## src/rtl/flash_cmd_pkg.sv

```systemverilog
package flash_cmd_pkg;

    typedef enum logic [1:0] {
        RM_ARRAY  = 2'b00,
        RM_STATUS = 2'b01,
        RM_IDENT  = 2'b10
    } rd_mode_e;

    typedef enum logic [2:0] {
        PH_IDLE,
        PH_WSETUP,
        PH_ESETUP,
        PH_PROG,
        PH_ERASE,
        PH_SUSP
    } phase_e;

    localparam logic [7:0] CMD_READ_ARRAY   = 8'hFF;
    localparam logic [7:0] CMD_WRITE_SETUP  = 8'h40;
    localparam logic [7:0] CMD_ERASE_SETUP  = 8'h20;
    localparam logic [7:0] CMD_CONFIRM      = 8'hD0;
    localparam logic [7:0] CMD_SUSPEND      = 8'hB0;
    localparam logic [7:0] CMD_READ_STATUS  = 8'h70;
    localparam logic [7:0] CMD_CLEAR_STATUS = 8'h50;
    localparam logic [7:0] CMD_READ_ID      = 8'h90;

    // sticky error flags kept between operations
    typedef struct packed {
        logic ers_err;
        logic wr_err;
        logic vpp_low;
    } sticky_t;

    function automatic logic [7:0] pack_status(logic rdy, logic susp, sticky_t s);
        return {rdy, susp, s.ers_err, s.wr_err, s.vpp_low, 3'b000};
    endfunction

    function automatic logic busy_phase(phase_e p);
        return (p == PH_PROG) || (p == PH_ERASE);
    endfunction

endpackage

```

## src/rtl/flash_wr_capture.sv

```systemverilog
module flash_wr_capture #(
    parameter int ADDR_W = 20
) (
    input  logic              clk,
    input  logic              rst,
    input  logic              ce_n,
    input  logic              we_n,
    input  logic [ADDR_W-1:0] addr,
    input  logic [7:0]        din,
    output logic              wr_vld,
    output logic [ADDR_W-1:0] wr_addr,
    output logic [7:0]        wr_data
);
    logic we_q;
    logic rise;

    assign rise = we_n && !we_q && !ce_n;

    always_ff @(posedge clk) begin
        if (rst) begin
            we_q    <= 1'b1;
            wr_vld  <= 1'b0;
            wr_addr <= '0;
            wr_data <= '0;
        end else begin
            we_q   <= we_n;
            wr_vld <= rise;
            if (rise) begin
                wr_addr <= addr;
                wr_data <= din;
            end
        end
    end

    // a captured beat is always a single-cycle pulse
    assert_single_beat_R1: assert property (@(posedge clk) disable iff (rst)
        wr_vld |=> !wr_vld);

endmodule

```

## src/rtl/flash_busy_timer.sv

```systemverilog
module flash_busy_timer #(
    parameter int CNT_W = 8
) (
    input  logic             clk,
    input  logic             rst,
    input  logic             load,
    input  logic [CNT_W-1:0] load_val,
    input  logic             run,
    output logic             last
);
    logic [CNT_W-1:0] cnt;

    always_ff @(posedge clk) begin
        if (rst)
            cnt <= '0;
        else if (load)
            cnt <= load_val;
        else if (run && cnt != '0)
            cnt <= cnt - 1'b1;
    end

    assign last = run && (cnt == CNT_W'(1));

    // a running operation never sees an exhausted counter
    assert_run_nonzero_R4: assert property (@(posedge clk) disable iff (rst)
        run |-> cnt != '0);

endmodule

```

## src/rtl/flash_cmd_seq.sv

```systemverilog
module flash_cmd_seq
    import flash_cmd_pkg::*;
#(
    parameter int ADDR_W    = 20,
    parameter int BLK_W     = 16,
    parameter int CNT_W     = 8,
    parameter int PROG_CYC  = 8,
    parameter int ERASE_CYC = 40
) (
    input  logic              clk,
    input  logic              rst,
    input  logic              wr_vld,
    input  logic [ADDR_W-1:0] wr_addr,
    input  logic [7:0]        wr_data,
    input  logic              vpp_ok,
    input  logic              tmr_last,
    output phase_e            phase,
    output rd_mode_e          mode,
    output sticky_t           sticky,
    output logic              prog_stb,
    output logic              erase_stb,
    output logic [ADDR_W-1:0] op_addr,
    output logic [7:0]        op_data,
    output logic              tmr_load,
    output logic [CNT_W-1:0]  tmr_val,
    output logic              tmr_run
);
    localparam int HI_W = ADDR_W - BLK_W;

    phase_e            ph_n;
    rd_mode_e          mode_n;
    sticky_t           st_n;
    logic              ps_n, es_n;
    logic [ADDR_W-1:0] oa_n;
    logic [7:0]        od_n;
    logic [HI_W-1:0]   sblk, sblk_n;

    assign tmr_run = busy_phase(phase);

    always_comb begin
        ph_n     = phase;
        mode_n   = mode;
        st_n     = sticky;
        ps_n     = 1'b0;
        es_n     = 1'b0;
        oa_n     = op_addr;
        od_n     = op_data;
        sblk_n   = sblk;
        tmr_load = 1'b0;
        tmr_val  = '0;
        case (phase)
            PH_PROG, PH_ERASE: begin
                if (tmr_last)
                    ph_n = PH_IDLE;
                else if (wr_vld && phase == PH_ERASE && wr_data == CMD_SUSPEND)
                    ph_n = PH_SUSP;
            end
            PH_SUSP: begin
                if (wr_vld) begin
                    case (wr_data)
                        CMD_CONFIRM: begin
                            ph_n   = PH_ERASE;
                            mode_n = RM_STATUS;
                        end
                        CMD_READ_ARRAY:  mode_n = RM_ARRAY;
                        CMD_READ_STATUS: mode_n = RM_STATUS;
                        default: ;
                    endcase
                end
            end
            PH_WSETUP: begin
                if (wr_vld) begin
                    ph_n = PH_IDLE;
                    if (vpp_ok) begin
                        ph_n     = PH_PROG;
                        ps_n     = 1'b1;
                        oa_n     = wr_addr;
                        od_n     = wr_data;
                        tmr_load = 1'b1;
                        tmr_val  = CNT_W'(PROG_CYC);
                    end else begin
                        st_n.vpp_low = 1'b1;
                    end
                end
            end
            PH_ESETUP: begin
                if (wr_vld) begin
                    ph_n = PH_IDLE;
                    if (wr_data != CMD_CONFIRM || wr_addr[ADDR_W-1:BLK_W] != sblk) begin
                        st_n.ers_err = 1'b1;
                        st_n.wr_err  = 1'b1;
                    end else if (vpp_ok) begin
                        ph_n     = PH_ERASE;
                        es_n     = 1'b1;
                        oa_n     = wr_addr;
                        od_n     = wr_data;
                        tmr_load = 1'b1;
                        tmr_val  = CNT_W'(ERASE_CYC);
                    end else begin
                        st_n.vpp_low = 1'b1;
                    end
                end
            end
            default: begin
                if (wr_vld) begin
                    case (wr_data)
                        CMD_READ_ARRAY:   mode_n = RM_ARRAY;
                        CMD_READ_STATUS:  mode_n = RM_STATUS;
                        CMD_READ_ID:      mode_n = RM_IDENT;
                        CMD_CLEAR_STATUS: st_n   = '0;
                        CMD_WRITE_SETUP: begin
                            if (!sticky.vpp_low) begin
                                ph_n   = PH_WSETUP;
                                mode_n = RM_STATUS;
                            end
                        end
                        CMD_ERASE_SETUP: begin
                            if (!sticky.vpp_low) begin
                                ph_n   = PH_ESETUP;
                                mode_n = RM_STATUS;
                                sblk_n = wr_addr[ADDR_W-1:BLK_W];
                            end
                        end
                        default: ;
                    endcase
                end
            end
        endcase
    end

    always_ff @(posedge clk) begin
        if (rst) begin
            phase     <= PH_IDLE;
            mode      <= RM_ARRAY;
            sticky    <= '0;
            prog_stb  <= 1'b0;
            erase_stb <= 1'b0;
            op_addr   <= '0;
            op_data   <= '0;
            sblk      <= '0;
        end else begin
            phase     <= ph_n;
            mode      <= mode_n;
            sticky    <= st_n;
            prog_stb  <= ps_n;
            erase_stb <= es_n;
            op_addr   <= oa_n;
            op_data   <= od_n;
            sblk      <= sblk_n;
        end
    end

    assert_strobe_vpp_R7: assert property (@(posedge clk) disable iff (rst)
        (prog_stb || erase_stb) |-> $past(vpp_ok));

    assert_no_start_locked_R8: assert property (@(posedge clk) disable iff (rst)
        (prog_stb || erase_stb) |-> !$past(sticky.vpp_low));

    assert_prog_after_setup_R4: assert property (@(posedge clk) disable iff (rst)
        prog_stb |-> $past(phase) == PH_WSETUP);

    assert_erase_after_setup_R5: assert property (@(posedge clk) disable iff (rst)
        erase_stb |-> $past(phase) == PH_ESETUP);

endmodule

```

## src/rtl/flash_cmd_ctrl.sv

```systemverilog
module flash_cmd_ctrl
    import flash_cmd_pkg::*;
#(
    parameter int          ADDR_W    = 20,
    parameter int          BLK_W     = 16,
    parameter int          PROG_CYC  = 8,
    parameter int          ERASE_CYC = 40,
    parameter logic [7:0]  MFG_ID    = 8'h89,
    parameter logic [7:0]  DEV_ID    = 8'hA2
) (
    input  logic              clk,
    input  logic              rst,
    input  logic              ce_n,
    input  logic              we_n,
    input  logic [ADDR_W-1:0] addr,
    input  logic [7:0]        din,
    input  logic              vpp_ok,
    output logic [1:0]        rd_mode,
    output logic [7:0]        rd_data,
    output logic              ready,
    output logic              prog_stb,
    output logic              erase_stb,
    output logic [ADDR_W-1:0] op_addr,
    output logic [7:0]        op_data
);
    localparam int MAX_CYC = (PROG_CYC > ERASE_CYC) ? PROG_CYC : ERASE_CYC;
    localparam int CNT_W   = $clog2(MAX_CYC + 1);

    logic              wr_vld;
    logic [ADDR_W-1:0] wr_addr;
    logic [7:0]        wr_data;
    phase_e            phase;
    rd_mode_e          mode;
    sticky_t           sticky;
    logic              tmr_load, tmr_run, tmr_last;
    logic [CNT_W-1:0]  tmr_val;

    flash_wr_capture #(.ADDR_W(ADDR_W)) u_cap (
        .clk(clk), .rst(rst), .ce_n(ce_n), .we_n(we_n), .addr(addr), .din(din),
        .wr_vld(wr_vld), .wr_addr(wr_addr), .wr_data(wr_data)
    );

    flash_cmd_seq #(
        .ADDR_W(ADDR_W), .BLK_W(BLK_W), .CNT_W(CNT_W),
        .PROG_CYC(PROG_CYC), .ERASE_CYC(ERASE_CYC)
    ) u_seq (
        .clk(clk), .rst(rst), .wr_vld(wr_vld), .wr_addr(wr_addr), .wr_data(wr_data),
        .vpp_ok(vpp_ok), .tmr_last(tmr_last), .phase(phase), .mode(mode),
        .sticky(sticky), .prog_stb(prog_stb), .erase_stb(erase_stb),
        .op_addr(op_addr), .op_data(op_data), .tmr_load(tmr_load),
        .tmr_val(tmr_val), .tmr_run(tmr_run)
    );

    flash_busy_timer #(.CNT_W(CNT_W)) u_tmr (
        .clk(clk), .rst(rst), .load(tmr_load), .load_val(tmr_val),
        .run(tmr_run), .last(tmr_last)
    );

    assign ready   = !busy_phase(phase);
    assign rd_mode = mode;

    always_comb begin
        case (mode)
            RM_STATUS: rd_data = pack_status(ready, phase == PH_SUSP, sticky);
            RM_IDENT:  rd_data = addr[0] ? DEV_ID : MFG_ID;
            default:   rd_data = 8'h00;
        endcase
    end

    // while busy the read path is held on status
    assert_busy_status_R9: assert property (@(posedge clk) disable iff (rst)
        !ready |-> mode == RM_STATUS);

endmodule

```

## config.mk

```make
export PLATFORM = sky130hd
export DESIGN_NAME = flash_cmd_ctrl
export DESIGN_NICKNAME = d
export VERILOG_FILES = /design/src/rtl/flash_cmd_pkg.sv /design/src/rtl/flash_wr_capture.sv /design/src/rtl/flash_busy_timer.sv /design/src/rtl/flash_cmd_seq.sv /design/src/rtl/flash_cmd_ctrl.sv
export SDC_FILE = /design/constraint.sdc
export NUM_CORES = 1
export LEC_CHECK = 0
export ABC_CLOCK_PERIOD_IN_PS = 2300
export BUFFER_PORTS_ARGS = -buffer_cell sky130_fd_sc_hd__buf_2
export CAP_MARGIN = 20
export CORE_MARGIN = 2
export CORE_UTILIZATION = 52
export CTS_BUF_LIST = sky130_fd_sc_hd__clkbuf_8
export CTS_CLUSTER_SIZE = 30
export DETAILED_ROUTE_END_ITERATION = 10
export GPL_ROUTABILITY_DRIVEN = 0
export PLACE_DENSITY = 0.8
export SLEW_MARGIN = 20
export SYNTH_ARGS = -nofsm -noshare
export SYNTH_HDL_FRONTEND = slang
export SYNTH_HIERARCHICAL = 1
export SYNTH_SLANG_ARGS = --single-unit
```

## constraint.sdc

```tcl
create_clock -name clk -period 2.3 [get_ports clk]
set_input_delay 0.115 -clock clk [delete_from_list [all_inputs] [get_ports clk]]
set_output_delay 0.115 -clock clk [all_outputs]
set_load 0.05 [all_outputs]
```

# ---- Word-level counts from Yosys, hierarchy flattened
# Index checks and enable logic that the tools add are counted.
dict set report op_classes {
  div_mod_pow 0
  eq_ne 29
  n_addsub 1
  muxes 54
  bitwise_logic 7
  reduce_logical 34
  shifts 0
  multipliers 0
  order_cmp 0
}
# operator count
set op_table {}
lappend op_table {{$mux W20} 4}
lappend op_table {{$mux W3} 14}
lappend op_table {{$mux W6} 7}
lappend op_table {{$pmux W20 S2} 1}
lappend op_table {{$eq A8 B8 Y1 const B} 4}
lappend op_table {{$mux W8} 4}
lappend op_table {{$pmux W8 S2} 2}
lappend op_table {{$eq A8 B7 Y1 const B} 3}
lappend op_table {{$reduce_and A4 Y1} 4}
lappend op_table {{$ne A6 B6 Y1 const B} 2}
lappend op_table {{$pmux W2 S2} 3}
lappend op_table {{$pmux W3 S4} 1}
lappend op_table {{$pmux W6 S2} 1}
lappend op_table {{$reduce_bool A6 Y1} 2}
lappend op_table {{$mux W2} 5}
lappend op_table {{$reduce_or A2 Y1} 5}
lappend op_table {{$reduce_and A9 Y1} 1}
lappend op_table {{$eq A8 B6 Y1 const B} 1}
lappend op_table {{$ne A8 B8 Y1 const B} 1}
lappend op_table {{$pmux W2 S4} 1}
lappend op_table {{$reduce_bool A2 Y1} 4}
lappend op_table {{$reduce_or A4 Y1} 2}
lappend op_table {{$mux W1} 7}
lappend op_table {{$not A1 Y1} 7}
lappend op_table {{other kinds (24)} 39}
dict set report totals {
  mem_bits_rw 0
  memories 0
  wordCells 140
  inputBits 33
  romBits 0
  latchBits 0
  register_bits 78
  out_inout_bits 41
}

# ---- Depth between registers and ports, before layout
# Gate-level depths: netlist of the first run.
dict set report depth {
  depth_word 6
  mapped_depth 10
}

# ---- Cells and area by module
# The synthesis of the first run kept the hierarchy.
# mod n_inst area_per_inst_um2 cells_each
set by_module_without_submodules {}
lappend by_module_without_submodules {flash_cmd_seq 1 2254.7 269}
lappend by_module_without_submodules {flash_wr_capture 1 1313.8 126}
lappend by_module_without_submodules {flash_busy_timer 1 432.9 50}
lappend by_module_without_submodules {flash_cmd_ctrl 1 150.1 24}

# ---- Worst setup path after synthesis of the first run
# OpenSTA, ideal clock, no wires.
dict set report synth_path {
  path_kind {flip-flop to output port}
  from {register u_seq.mode[0]}
  to {output port rd_data[6]}
  stages_incl_launch_ff 4
  arrival_ns 2.659
  slack_ns -0.474
  path_buffers 0
  cell_sequence {dfxtp_1 -> inv_1 -> ha_1 -> nor4_1}
}
dict set report synth_between {
  elab_chain_len 2
  elab_cells_between_ends 3
  classes_between {eq/ne: 2; mux: 1}
}
# item line_no
set synth_rtl {}
lappend synth_rtl {{start, declared} flash_cmd_seq.sv:18} ;# output rd_mode_e mode,
lappend synth_rtl {{start signal, assigned} flash_cmd_seq.sv:143} ;# mode <= mode_n;
lappend synth_rtl {{$eq A2 B2 Y1 or $eq A2 B1 Y1 (tied branches)} flash_cmd_ctrl.sv:63} ;# case (mode)
lappend synth_rtl {{$pmux W8 S2 *} flash_cmd_ctrl.sv:63}
lappend synth_rtl {{end, declared} flash_cmd_ctrl.sv:19} ;# output logic [7:0] rd_data,
# Mark *: on every way between the ends. The rest lies on a longest branch, timed or not.

# ---- Worst setup path after layout of the first run
dict set report layout_path {
  from {register u_cap.wr_data[3]}
  to {register u_seq.sblk[1]}
}
dict set report layout_between {
  elab_chain_len 2
}
# item line_no
set layout_rtl {}
lappend layout_rtl {{start, declared} flash_wr_capture.sv:12} ;# output logic [7:0] wr_data
lappend layout_rtl {{start signal, assigned} flash_wr_capture.sv:30} ;# wr_data <= din;
lappend layout_rtl {{$eq A8 B6 Y1} flash_cmd_seq.sv:106} ;# case (wr_data)
lappend layout_rtl {{$reduce_and A4 Y1 (no line)} n/a}
lappend layout_rtl {{end signal, assigned} flash_cmd_seq.sv:149} ;# sblk <= sblk_n;
lappend layout_rtl {{end, declared} flash_cmd_seq.sv:36} ;# logic [HI_W-1:0] sblk, sblk_n;
# Every way passes these cells.
# A chain may end at the register's enable or synchronous reset.

==> results by group, run 1 <==
Outcome
  – Status: finished, final reports clean

Setup path
  – Signal arrival time at the worst endpoint: 2460 ps
  – Largest fanout on the critical path: 10
  – Worst path required time: ~2500 ps
  – Kind of end point of the critical path: flip-flop
  – Critical Setup Path Class: reg2reg
  – Category of the worst setup path launch point: flip-flop

Detailed routing
  – Count of routing violations after the opening detailed-route iteration: 153
  – Wirelength, routed: 8930 um
  – Amount of wire on met3 after detailed routing: 483 um
  – # DRC: 0
  – Per-cell via count in the routed design: 5.42
  – Top metal layer carrying routed signals: met4
  – Number of iterations in the first detailed-routing pass: 5
  – Via total after detailed routing: around 3.5k
  – Wirelength per Cell: 13.9 um
  – Number of nets with antenna violations after detailed routing: 0
  – M1 wire length: 4040 um
  – Met2 Wirelength: 4300 um

Floorplan
  – Die area: 0.00871 mm2
  – Number of top-level pins: 74
  – FP Rows: 32
  – Effective utilization at floorplan: 0.537
  – Vert. Die Dim: slightly above 90 um
  – Horizontal die dimension: 93.4 um
  – Core area: 0.00773 mm2

Timing
  – Minimum clock period: 2220 ps
  – Sum Neg Setup Slack: 0 ps
  – Transition time of the tightest slew-check pin: 642 ps
  – Worst slew margin relative to its limit: 0.571
  – Final count of hold timing violations: 0
  – Max-slew violations: 0
  – Endpoints failing setup: 0
  – Share of the clock period used by the worst path after layout: 0.965
  – Setup repair after global routing missed its margin: false
  – Peak clock frequency supported by timing: 0.451 GHz
  – Worst clock skew: 6.74 ps

Clock network
  – Number of buffers added by the clock tree synthesis step: 9
  – CTS clock-pin slew for the worst setup and hold paths: about 80 ps
  – Buffer levels on the longest clock path: 2
  – Clock Sink Count: 77
  – Deepest level of the CTS H-tree: 3
  – Root cell of the clock tree: clkbuf_8
  – CTS tree: yes
  – Later-pin clock latency in the skew report: ~350 ps

Global routing
  – Number of antenna violations at the first check in global routing: 0
  – Largest net degree at the start of global routing: between 40 and 50
  – Via count of the first global-routing pass: 3,145
  – GR Util All Layers: 0.209
  – First-pass GRT wire length: 14,700 um
  – Gr ovfl total: 0

Worst hold path
  – Class of the tightest hold or removal check: in2reg

Synth
  – Post-Synthesis Cell Area: 0.00415 mm2
  – Per-instance average area after synthesis: around 9 um2
  – Flip-flop and latch count after synthesis: 77
  – Cell count after synthesis: 469
  – Count of synthesis-stage warnings from yosys: 6
  – Primary FF master, synth: dfxtp_1
  – Unique masters post-synth: 70
  – Post-synth ARST share: 0
  – Number of enable-type register cells in the synthesized netlist: 0
  – Sequential area share after synthesis: 0.371

Place
  – Cell count after placement: 625
  – Total half-perimeter wirelength after legalization and detailed placement: 6230 um
  – Number of port buffers: 72

Final layout
  – Share of layout cells above drive strength 1: 0.224
  – Layout Nets: 574
  – Number of non-filler instances in the completed layout: between 600 and 700
  – Layout Area Growth over Synthesis: 16.1%
  – ANT cells: 0

Run
  – Max-cap violation count: 0

Power and ir drop
  – Peak supply drop: about 0.34 mV
  – Pwr/cell area: 552 mW/mm2
  – Leakage power: 1.84 nW
[worst max-delay path, cell delays in order (launching register included)]
cell and delay [ps]:
dfxtp_1 320, or4_4 620, nor3_1 420, nand4b_1 390, mux2i_1 290, nor2_1 70
[cells in the mapped netlist, drive strengths merged (5+ instances only)]
cell	number	share of area
nand3	6	0.0084
nor2	18	0.017
dfxtp	77	0.37
nor4	7	0.014
nor3	7	0.0096
nand2b	63	0.095
clkbuf	19	0.017
nand2	72	0.065
o21ai	7	0.0084
nand3b	6	0.011
ha	5	0.015
inv	14	0.013
xor2	5	0.011
buf	17	0.035
a21oi	12	0.015
mux2i	61	0.15
[cells in the final DEF, fill, tap and decap left out, drive strengths merged, types with 3 or more instances in the layout]
| cell type | instances |
|---|---|
| a211o | 3 |
| a21oi | 12 |
| a311oi | 4 |
| buf | 89 |
| clkbuf | 11 |
| conb | 5 |
| dfxtp | 77 |
| ha | 5 |
| inv | 16 |
| mux2i | 61 |
| nand2 | 72 |
| nand2b | 63 |
| nand3 | 6 |
| nand3b | 6 |
| nor2 | 18 |
| nor3 | 7 |
| nor3b | 4 |
| nor4 | 7 |
| nor4b | 3 |
| o211ai | 4 |
| o21ai | 7 |
| or2 | 3 |
| or3 | 3 |
| or3b | 4 |
| or4 | 4 |
| or4b | 3 |
| xor2 | 5 |
[stage by stage]
stage,setup WS (ps),total power [mW],hold slack (ps),util,instance area (um2)
finish,81.1,2.66,19.3,0.624,4820
floorplan,-474,1.50,215,-,4170
CTS,33.6,2.69,5.74,0.622,4810
global route,15.7,2.75,18.3,0.624,4820
detailed placement,53.0,1.55,319,0.591,4570
global placement,143,1.54,318,0.591,4570
[cell families (layout without fill, tap and decap cells)]
logic type               count (synthesis)  in the layout  share of synthesized area
AO/OA/AOI/OAI                           53             53                     0.0931
XOR/XNOR                                 5              5                     0.0105
adder cells (fa/ha/maj)                  5              5                     0.0151
buffers and inverters                   51            120                     0.0672
flip-flops                              77             77                      0.371
multiplexers                            61             61                      0.147
other                                    2              5                    0.00181
AND/OR/NAND/NOR                        215            215                      0.294
[power by group]
group,switching (mW),internal [mW],leakage [nW]
Combinational,0.0899,0.0729,1.10
Sequential,0.0116,1.34,0.621
Clock,0.479,0.663,0.118
[repair_timing]
item                                    4_1_cts  5_1_grt
setup buffers                                 0        1
endpoints found under the setup margin        0       18
resized for setup                             0        2
hold buffers                                  1        0
endpoints found under the hold margin         1        0
[state kept, by name (all words and copies together), names as in the netlist]
name	cells
u_seq/prog_stb	1
u_seq/op_addr	20
u_seq/sblk	4
u_seq/erase_stb	1
u_cap/wr_data	8
u_cap/wr_addr	20
u_seq/sticky	2
u_seq/mode	2
u_tmr/cnt	6
u_seq/op_data	8
u_cap/we_q	1
u_seq/phase	3
u_cap/wr_vld	1
[cell type report]
class                   instances  area [um2]
well taps                     102         128
fillers                       639        2910
flip-flops and latches         77        1540
multi-input cells             344        2360
inverters                      14        52.6
repair buffers                 90         514
clock inverters                 5        75.1
clock buffers                  11         151
[routing by layer]
metal  track usage  vias up
li1              -     1748
met1         0.273     1630
met2         0.341       98
met3        0.0475        9
met4        0.0699        0
met5             0        -
[path summary, 6_finish.rpt]
path,startpoint,end,slack [ps],depth (start not counted)
min reg2reg,u_seq/op_data[5],u_seq/op_data[5],450,2
max reg2reg,u_cap/wr_data[3],u_seq/sblk[1],80,5
min,addr[9],u_cap/wr_addr[9],20,3
max,u_cap/wr_data[3],u_seq/sblk[1],80,5
Note: power is estimated with default switching activity, not from simulation.
==> run 2, diff against run 1 <==
--- a/config.mk
+++ b/config.mk
@@ -5,6 +5,7 @@
 export SDC_FILE = /design/constraint.sdc
 export NUM_CORES = 1
 export LEC_CHECK = 0
+export ABC_AREA = 1
 export ABC_CLOCK_PERIOD_IN_PS = 2300
 export BUFFER_PORTS_ARGS = -buffer_cell sky130_fd_sc_hd__buf_2
 export CAP_MARGIN = 20
==> run 2 against run 1 <==
Effect of this change: global-route usage grew 1.8 points; power is 5.6% higher; final area grew 0.44%; via count grew 16%; utilization rose by 0.93 points; first-iteration DRC count up 67%; setup slack improved by 330 ps; critical path depth is 3 higher; largest power group unchanged.
==> results by group, run 2 <==
Detailed routing
  – Via total after detailed routing: 4,033
  – # DRC: 0
  – Count of routing violations after the opening detailed-route iteration: about 260
  – Per-cell via count in the routed design: 4.79
  – Number of nets with antenna violations after detailed routing: 0
  – Wirelength per Cell: 11.0 um
  – Wirelength, routed: 9250 um
  – Number of iterations in the first detailed-routing pass: 5

Power and ir drop
  – Peak supply drop: 0.537 mV
  – Pwr/cell area: 580 mW/mm2
  – Leakage power: 2.79 nW
  – Total power draw: 2.81 mW

Setup path
  – Max stage delay on crit path: around 420 ps
  – Crit. Startpoint: u_seq/phase[2]
  – Cell type with the highest occurrence count on the critical path: nor2_1
  – Worst reg2reg setup slack: between 400 and 500 ps
  – Largest fanout on the critical path: 6
  – Kind of end point of the critical path: flip-flop
  – Destination of the critical timing path: u_seq/sblk[0]
  – Worst path required time: 2580 ps
  – Cell breakdown of the critical path: inv_1 > nand3_1 > nand2_2 > nor2_1 > nand2_1 > nor3_2 > o21ai_0 > nor2_1
  – Destination of the worst register-to-register timing path: u_seq/sblk[0]
  – Signal arrival time at the worst endpoint: 2170 ps
  – Crit path max-delay cell type: dfxtp_1
  – Worst reg2reg path depth: 8
  – Category of the worst setup path launch point: flip-flop
  – Critical Setup Path Class: reg2reg
  – Launch instance of the worst register-to-register path: u_seq/phase[2]

Synth
  – Count of synthesis-stage warnings from yosys: 6
  – Cell accounting for the most synthesized area: dfxtp_1
  – Unique masters post-synth: 31
  – Post-synth ARST share: 0
  – Cell count after synthesis: 651
  – Leading cell types by total area after synthesis: dfxtp_1 38%, nand2_1 17%, nor2_1 15%, inv_1 8.9%, nand3_1 3.6%
  – Number of enable-type register cells in the synthesized netlist: 0
  – Post-Synthesis Cell Area: 0.00405 mm2
  – Primary FF master, synth: dfxtp_1
  – Per-instance average area after synthesis: 6.21 um2
  – Most numerous cell types in the synthesized netlist: 181 x nand2_1, 166 x nor2_1, 96 x inv_1
  – Most frequently used cell type in the post-synthesis netlist: nand2_1
  – Sequential area share after synthesis: 0.381
  – Flip-flop and latch count after synthesis: 77
  – Post-synth top area share: 0.381

Floorplan
  – Horizontal die dimension: ~92 um
  – Effective utilization at floorplan: 0.529
  – FP Rows: 32
  – Core area: ~0.0076 mm2
  – Vert. Die Dim: 92.2 um
  – Die area: 0.00850 mm2
  – Number of top-level pins: 74

Clock network
  – Later-pin clock latency in the skew report: ~350 ps
  – CTS resizes: 0
  – CTS clock-pin slew for the worst setup and hold paths: 80 ps
  – Buffer levels on the longest clock path: 2
  – Clock Sink Count: 77
  – Deepest level of the CTS H-tree: 3
  – Number of buffers added by the clock tree synthesis step: 9
  – CTS tree: yes
  – Root cell of the clock tree: clkbuf_8

Global routing
  – Via count of the first global-routing pass: 3,752
  – Gr ovfl total: 0
  – First-pass GRT wire length: roughly 16,000 um
  – GR Util All Layers: 0.227
  – Largest net degree at the start of global routing: 58
  – Number of antenna violations at the first check in global routing: 0

Worst hold path
  – Number of stages on the worst hold path: 3
  – Class of the tightest hold or removal check: in2reg

Timing
  – Share of the clock period used by the worst path after layout: 0.819
  – Minimum clock period: 1880 ps
  – Transition time of the tightest slew-check pin: 563 ps
  – Peak clock frequency supported by timing: 0.531 GHz
  – Worst clock skew: 14.8 ps
  – Setup repair after global routing missed its margin: false
  – Endpoints failing setup: 0
  – Worst slew margin relative to its limit: 0.625
  – Max-slew violations: 0
  – Final count of hold timing violations: 0
  – Sum Neg Setup Slack: 0 ps

Place
  – Total half-perimeter wirelength after legalization and detailed placement: 6080 um
  – Number of port buffers: 72
  – Cell count after placement: 806

Outcome
  – Status: finished, final reports clean

Final layout
  – Leading cell type in the layout, fill and taps excluded: nand2_1
  – # fillers: around 710
  – Multi-input logic area: 0.00195 mm2
  – ANT cells: 0
  – Number of non-filler instances in the completed layout: 842
  – Sequential cell area: 0.00154 mm2
  – Layout Area Growth over Synthesis: 19.7%
  – Share of layout cells above drive strength 1: 0.166
  – Layout Nets: 773
  – Largest registers: u_cap/wr_addr (20), u_seq/op_addr (20)
  – Commonest non-fill, non-tap cells in the layout: 181 x nand2_1, 166 x nor2_1, 96 x inv_1, 77 x dfxtp_1, 72 x buf_2

Run
  – Max-cap violation count: 0
-- run 2: changes by cell type after synthesis, sizes merged, moves of 5 or more --
| cell | change |
|---|---|
| nand2b | -63 |
| nand3 | +27 |
| clkbuf | -17 |
| buf | +7 |
| inv | +89 |
| o21ai | +5 |
| nor2 | +153 |
| nand2 | +116 |
| nor4 | -6 |
| nand3b | -6 |
| mux2i | -61 |
-- run 2: critical path, delay by kind of cell (launching register included) --
family / cells / cell delay [ps]
flip-flops: 1 / 420
buffers and inverters: 1 / 120
AO/OA/AOI/OAI: 1 / 140
AND/OR/NAND/NOR: 6 / 1140
-- run 2: per-stage QoR --
| stage | hold WS (ps) | worst slack [ps] | area (um2) | utilization |
|---|---|---|---|---|
| CTS | 0.266 | 463 | 4840 | 0.633 |
| global placement | 333 | 564 | 4400 | 0.575 |
| global route | 2.10 | 177 | 4840 | 0.633 |
| floorplan | 184 | 291 | 4060 | - |
| detailed placement | 337 | 490 | 4400 | 0.575 |
| finish | 10.4 | 415 | 4840 | 0.633 |
-- run 2: area by class of cell --
cell class                      instances  area share
Clock buffer                           10      0.0284
Clock inverter                          6      0.0225
Inverter                              104      0.0806
Multi-Input combinational cell        447       0.402
Sequential cell                        77       0.318
Tap cell                              102      0.0264
Timing Repair Buffer                   96       0.122
-- run 2: how the worst min path moves through the flow --
stage	endpoint	start	slack [ps]
final	u_cap/wr_addr[17]	addr[17]	10
after global routing	u_cap/wr_data[1]	din[1]	2
after CTS	u_cap/wr_data[0]	din[0]	0.3
after detailed placement	u_cap/we_q	we_n	340
after global placement	u_cap/we_q	we_n	330
after floorplan	u_seq/mode[0]	rst	180
-- run 2: cell families (layout without fill, tap and decap cells) --
family	after synthesis	count (layout)	synth area share
AOI/OAI and AO/OA	27	27	0.0359
adders and majority gates	5	5	0.0155
buffers and inverters	130	216	0.142
and+or+nand+nor	406	406	0.415
xor gates and xnor gates	4	4	0.00866
DFF	77	77	0.381
other	2	5	0.00186
-- run 2: power breakdown --
group | switching [mW] | internal, mW
Sequential | 0.0162 | 1.35
Combinational | 0.101 | 0.0731
Clock | 0.516 | 0.751
-- run 2: per-layer routing --
metal	routed length (um)	part of all wire	GRT usage
met5	0	0	0
met1	4170	0.45	0.283
met2	4280	0.46	0.381
met3	594	0.064	0.0435
met4	193	0.021	0.0995
-- run 2: timing repair --
| action | CTS | global route |
|---|---|---|
| buffers inserted | 0 | 0 |
| endpoints found under the hold margin | 20 | 0 |
| endpoints found under the setup margin | 0 | 0 |
| hold buffers | 20 | 0 |
==> run 3, diff against run 2 <==
--- a/config.mk
+++ b/config.mk
@@ -5,8 +5,8 @@
 export SDC_FILE = /design/constraint.sdc
 export NUM_CORES = 1
 export LEC_CHECK = 0
-export ABC_AREA = 1
-export ABC_CLOCK_PERIOD_IN_PS = 2300
+export ABC_AREA = 0
+export ABC_CLOCK_PERIOD_IN_PS = 1700
 export BUFFER_PORTS_ARGS = -buffer_cell sky130_fd_sc_hd__buf_2
 export CAP_MARGIN = 20
 export CORE_MARGIN = 2
==> constraint.sdc (replaced) <==
create_clock -name clk -period 1.7 [get_ports clk]
set_input_delay 0.085 -clock clk [delete_from_list [all_inputs] [get_ports clk]]
set_output_delay 0.085 -clock clk [all_outputs]
set_load 0.05 [all_outputs]
==> run 3 against run 2 <==
Effect of this change: the flow now finishes with violations (setup timing); wire length grew 22%; sequential share of layout area fell by 5.4 points; die area grew 2.5%; maximum frequency is 6.7% lower; register-to-register slack lost 740 ps; sequential cell count unchanged; first-iteration DRC count is 7.5% higher; sequential power rose by 34%; highest routed layer unchanged.
==> results by group, run 3 (synthesized netlist as in run 1, its figures left out) <==
Timing
  – Share of the clock period used by the worst path after layout: 1.19
  – Peak clock frequency supported by timing: 0.495 GHz
  – Max-slew violations: 0
  – Worst Slack Setup Final: -320 ps
  – Endpoints failing setup: 45
  – Final count of hold timing violations: 0
  – Worst clock skew: 7.00 ps
  – Minimum clock period: 2020 ps
  – Setup repair after global routing missed its margin: true

Final layout
  – Area of all placed cells without fillers: just under 0.006 mm2
  – Layout Nets: ~660
  – Share of layout cells above drive strength 1: 0.350
  – Layout Area Growth over Synthesis: 41.3%
  – ANT cells: 0
  – Commonest non-fill, non-tap cells in the layout: 70 x nand2_1, 70 x buf_2, 70 x dfxtp_1, 66 x buf_4, 63 x nand2b_1
  – Largest registers: u_cap/wr_addr (20), u_seq/op_addr (20)

Detailed routing
  – Via total after detailed routing: between 3k and 4k
  – Wirelength per Cell: around 16 um
  – Wirelength, routed: 11,200 um
  – Number of nets with antenna violations after detailed routing: 0
  – Count of routing violations after the opening detailed-route iteration: 274
  – Per-cell via count in the routed design: 5.40
  – Number of iterations in the first detailed-routing pass: 5
  – # DRC: 0

Setup path
  – Signal arrival time at the worst endpoint: 2300 ps
  – Worst path required time: between 1500 and 2000 ps
  – Destination of the worst register-to-register timing path: u_seq/op_addr[1]
  – Crit. Startpoint: u_cap/wr_data[3]
  – Worst reg2reg setup slack: -320 ps
  – Launch instance of the worst register-to-register path: u_cap/wr_data[3]
  – Category of the worst setup path launch point: flip-flop
  – Destination of the critical timing path: u_seq/op_addr[1]
  – Largest fanout on the critical path: 5
  – Critical Setup Path Class: reg2reg
  – Kind of end point of the critical path: flip-flop
  – Worst reg2reg path depth: 7

Global routing
  – GR Util All Layers: 0.258
  – Largest net degree at the start of global routing: between 40 and 50
  – Via count of the first global-routing pass: 3,931
  – Gr ovfl total: 0
  – Number of antenna violations at the first check in global routing: 0
  – First-pass GRT wire length: 18,000 um

Outcome
  – Violated checks: setup timing
  – Status: finished with violations

Clock network
  – Root cell of the clock tree: clkbuf_8
  – CTS clock-pin slew for the worst setup and hold paths: 80 ps
  – Later-pin clock latency in the skew report: 350 ps
  – Deepest level of the CTS H-tree: 3
  – Clock Sink Count: 77
  – Buffer levels on the longest clock path: 2
  – Number of buffers added by the clock tree synthesis step: 9
  – CTS tree: yes

Floorplan
  – Die area: a little under 0.009 mm2
  – Vert. Die Dim: 93.4 um
  – Core area: 0.00773 mm2
  – Number of top-level pins: 74
  – Effective utilization at floorplan: 0.537
  – Horizontal die dimension: about 93 um
  – FP Rows: 32

Place
  – Number of port buffers: a little over 70
  – Total half-perimeter wirelength after legalization and detailed placement: 7140 um
  – Placed Area: 0.00512 mm2

Power and ir drop
  – Peak supply drop: about 0.53 mV
  – Total power draw: 3.82 mW
  – Leakage power: approximately 2.3 nW
  – Pwr/cell area: 652 mW/mm2

Run
  – Max-cap violation count: 0

Worst hold path
  – Class of the tightest hold or removal check: in2reg
run 3: power breakdown:
part	switching, mW	total (mW)	internal [mW]	leakage, nW
Sequential	0.0116	1.83	1.82	0.625
Clock	0.696	1.67	0.973	0.126
Combinational	0.161	0.323	0.162	1.58
Total	0.869	3.82	2.95	2.34
run 3: layout make-up:
cell class,instances,area [um2]
Fill cell,507,1860
Timing Repair Buffer,172,1290
Clock buffer,9,124
Sequential cell,77,1550
Multi-Input combinational cell,344,2600
Clock inverter,7,115
Inverter,14,57.6
Tap cell,102,128
run 3: layer usage:
layer | vias to the layer above | share of wire | GRT usage
li1 | 1906 | - | -
met1 | 1868 | 0.42 | 0.300
met2 | 125 | 0.52 | 0.469
met3 | 19 | 0.049 | 0.0387
met4 | 0 | 0.015 | 0.107
met5 | - | 0 | 0
run 3: worst min-delay path by stage:
stage / from / endpoint / slack (ps) / cells after the start
after floorplan: we_n / u_cap/we_q / 180 / 1
after global placement: we_n / u_cap/we_q / 280 / 2
after detailed placement: we_n / u_cap/we_q / 290 / 2
after CTS: addr[8] / u_cap/wr_addr[8] / 2 / 3
after global routing: addr[12] / u_cap/wr_addr[12] / 20 / 3
final: addr[8] / u_cap/wr_addr[8] / 9 / 3
run 3: repair_timing:
action	in CTS	in global routing
hold buffers	23	0
cloned	0	3
hold endpoints to repair	23	0
endpoints found under the setup margin	50	48
pin swaps	12	6
setup buffers	5	3
resized for setup	16	18
run 3: critical path, stage by stage (launching register included):
cell	delay [ps]
dfxtp_2	330
or4_4	600
nor2_4	140
nand4_4	100
a21oi_4	270
buf_6	170
clkbuf_16	150
mux2i_1	200
run 3: metrics by stage:
step | hold WS [ps] | setup WS [ps] | std cells | TNS [ps] | utilization
after global placement | 282 | -305 | 675 | -7380 | 0.662
after global routing | 17.5 | -382 | 725 | -14020 | 0.759
after floorplan | 185 | -434 | 472 | -7570 | -
after CTS | 2.48 | -270 | 719 | -9640 | 0.737
after detailed placement | 290 | -342 | 675 | -9040 | 0.662
final | 9.30 | -320 | 725 | -10980 | 0.759
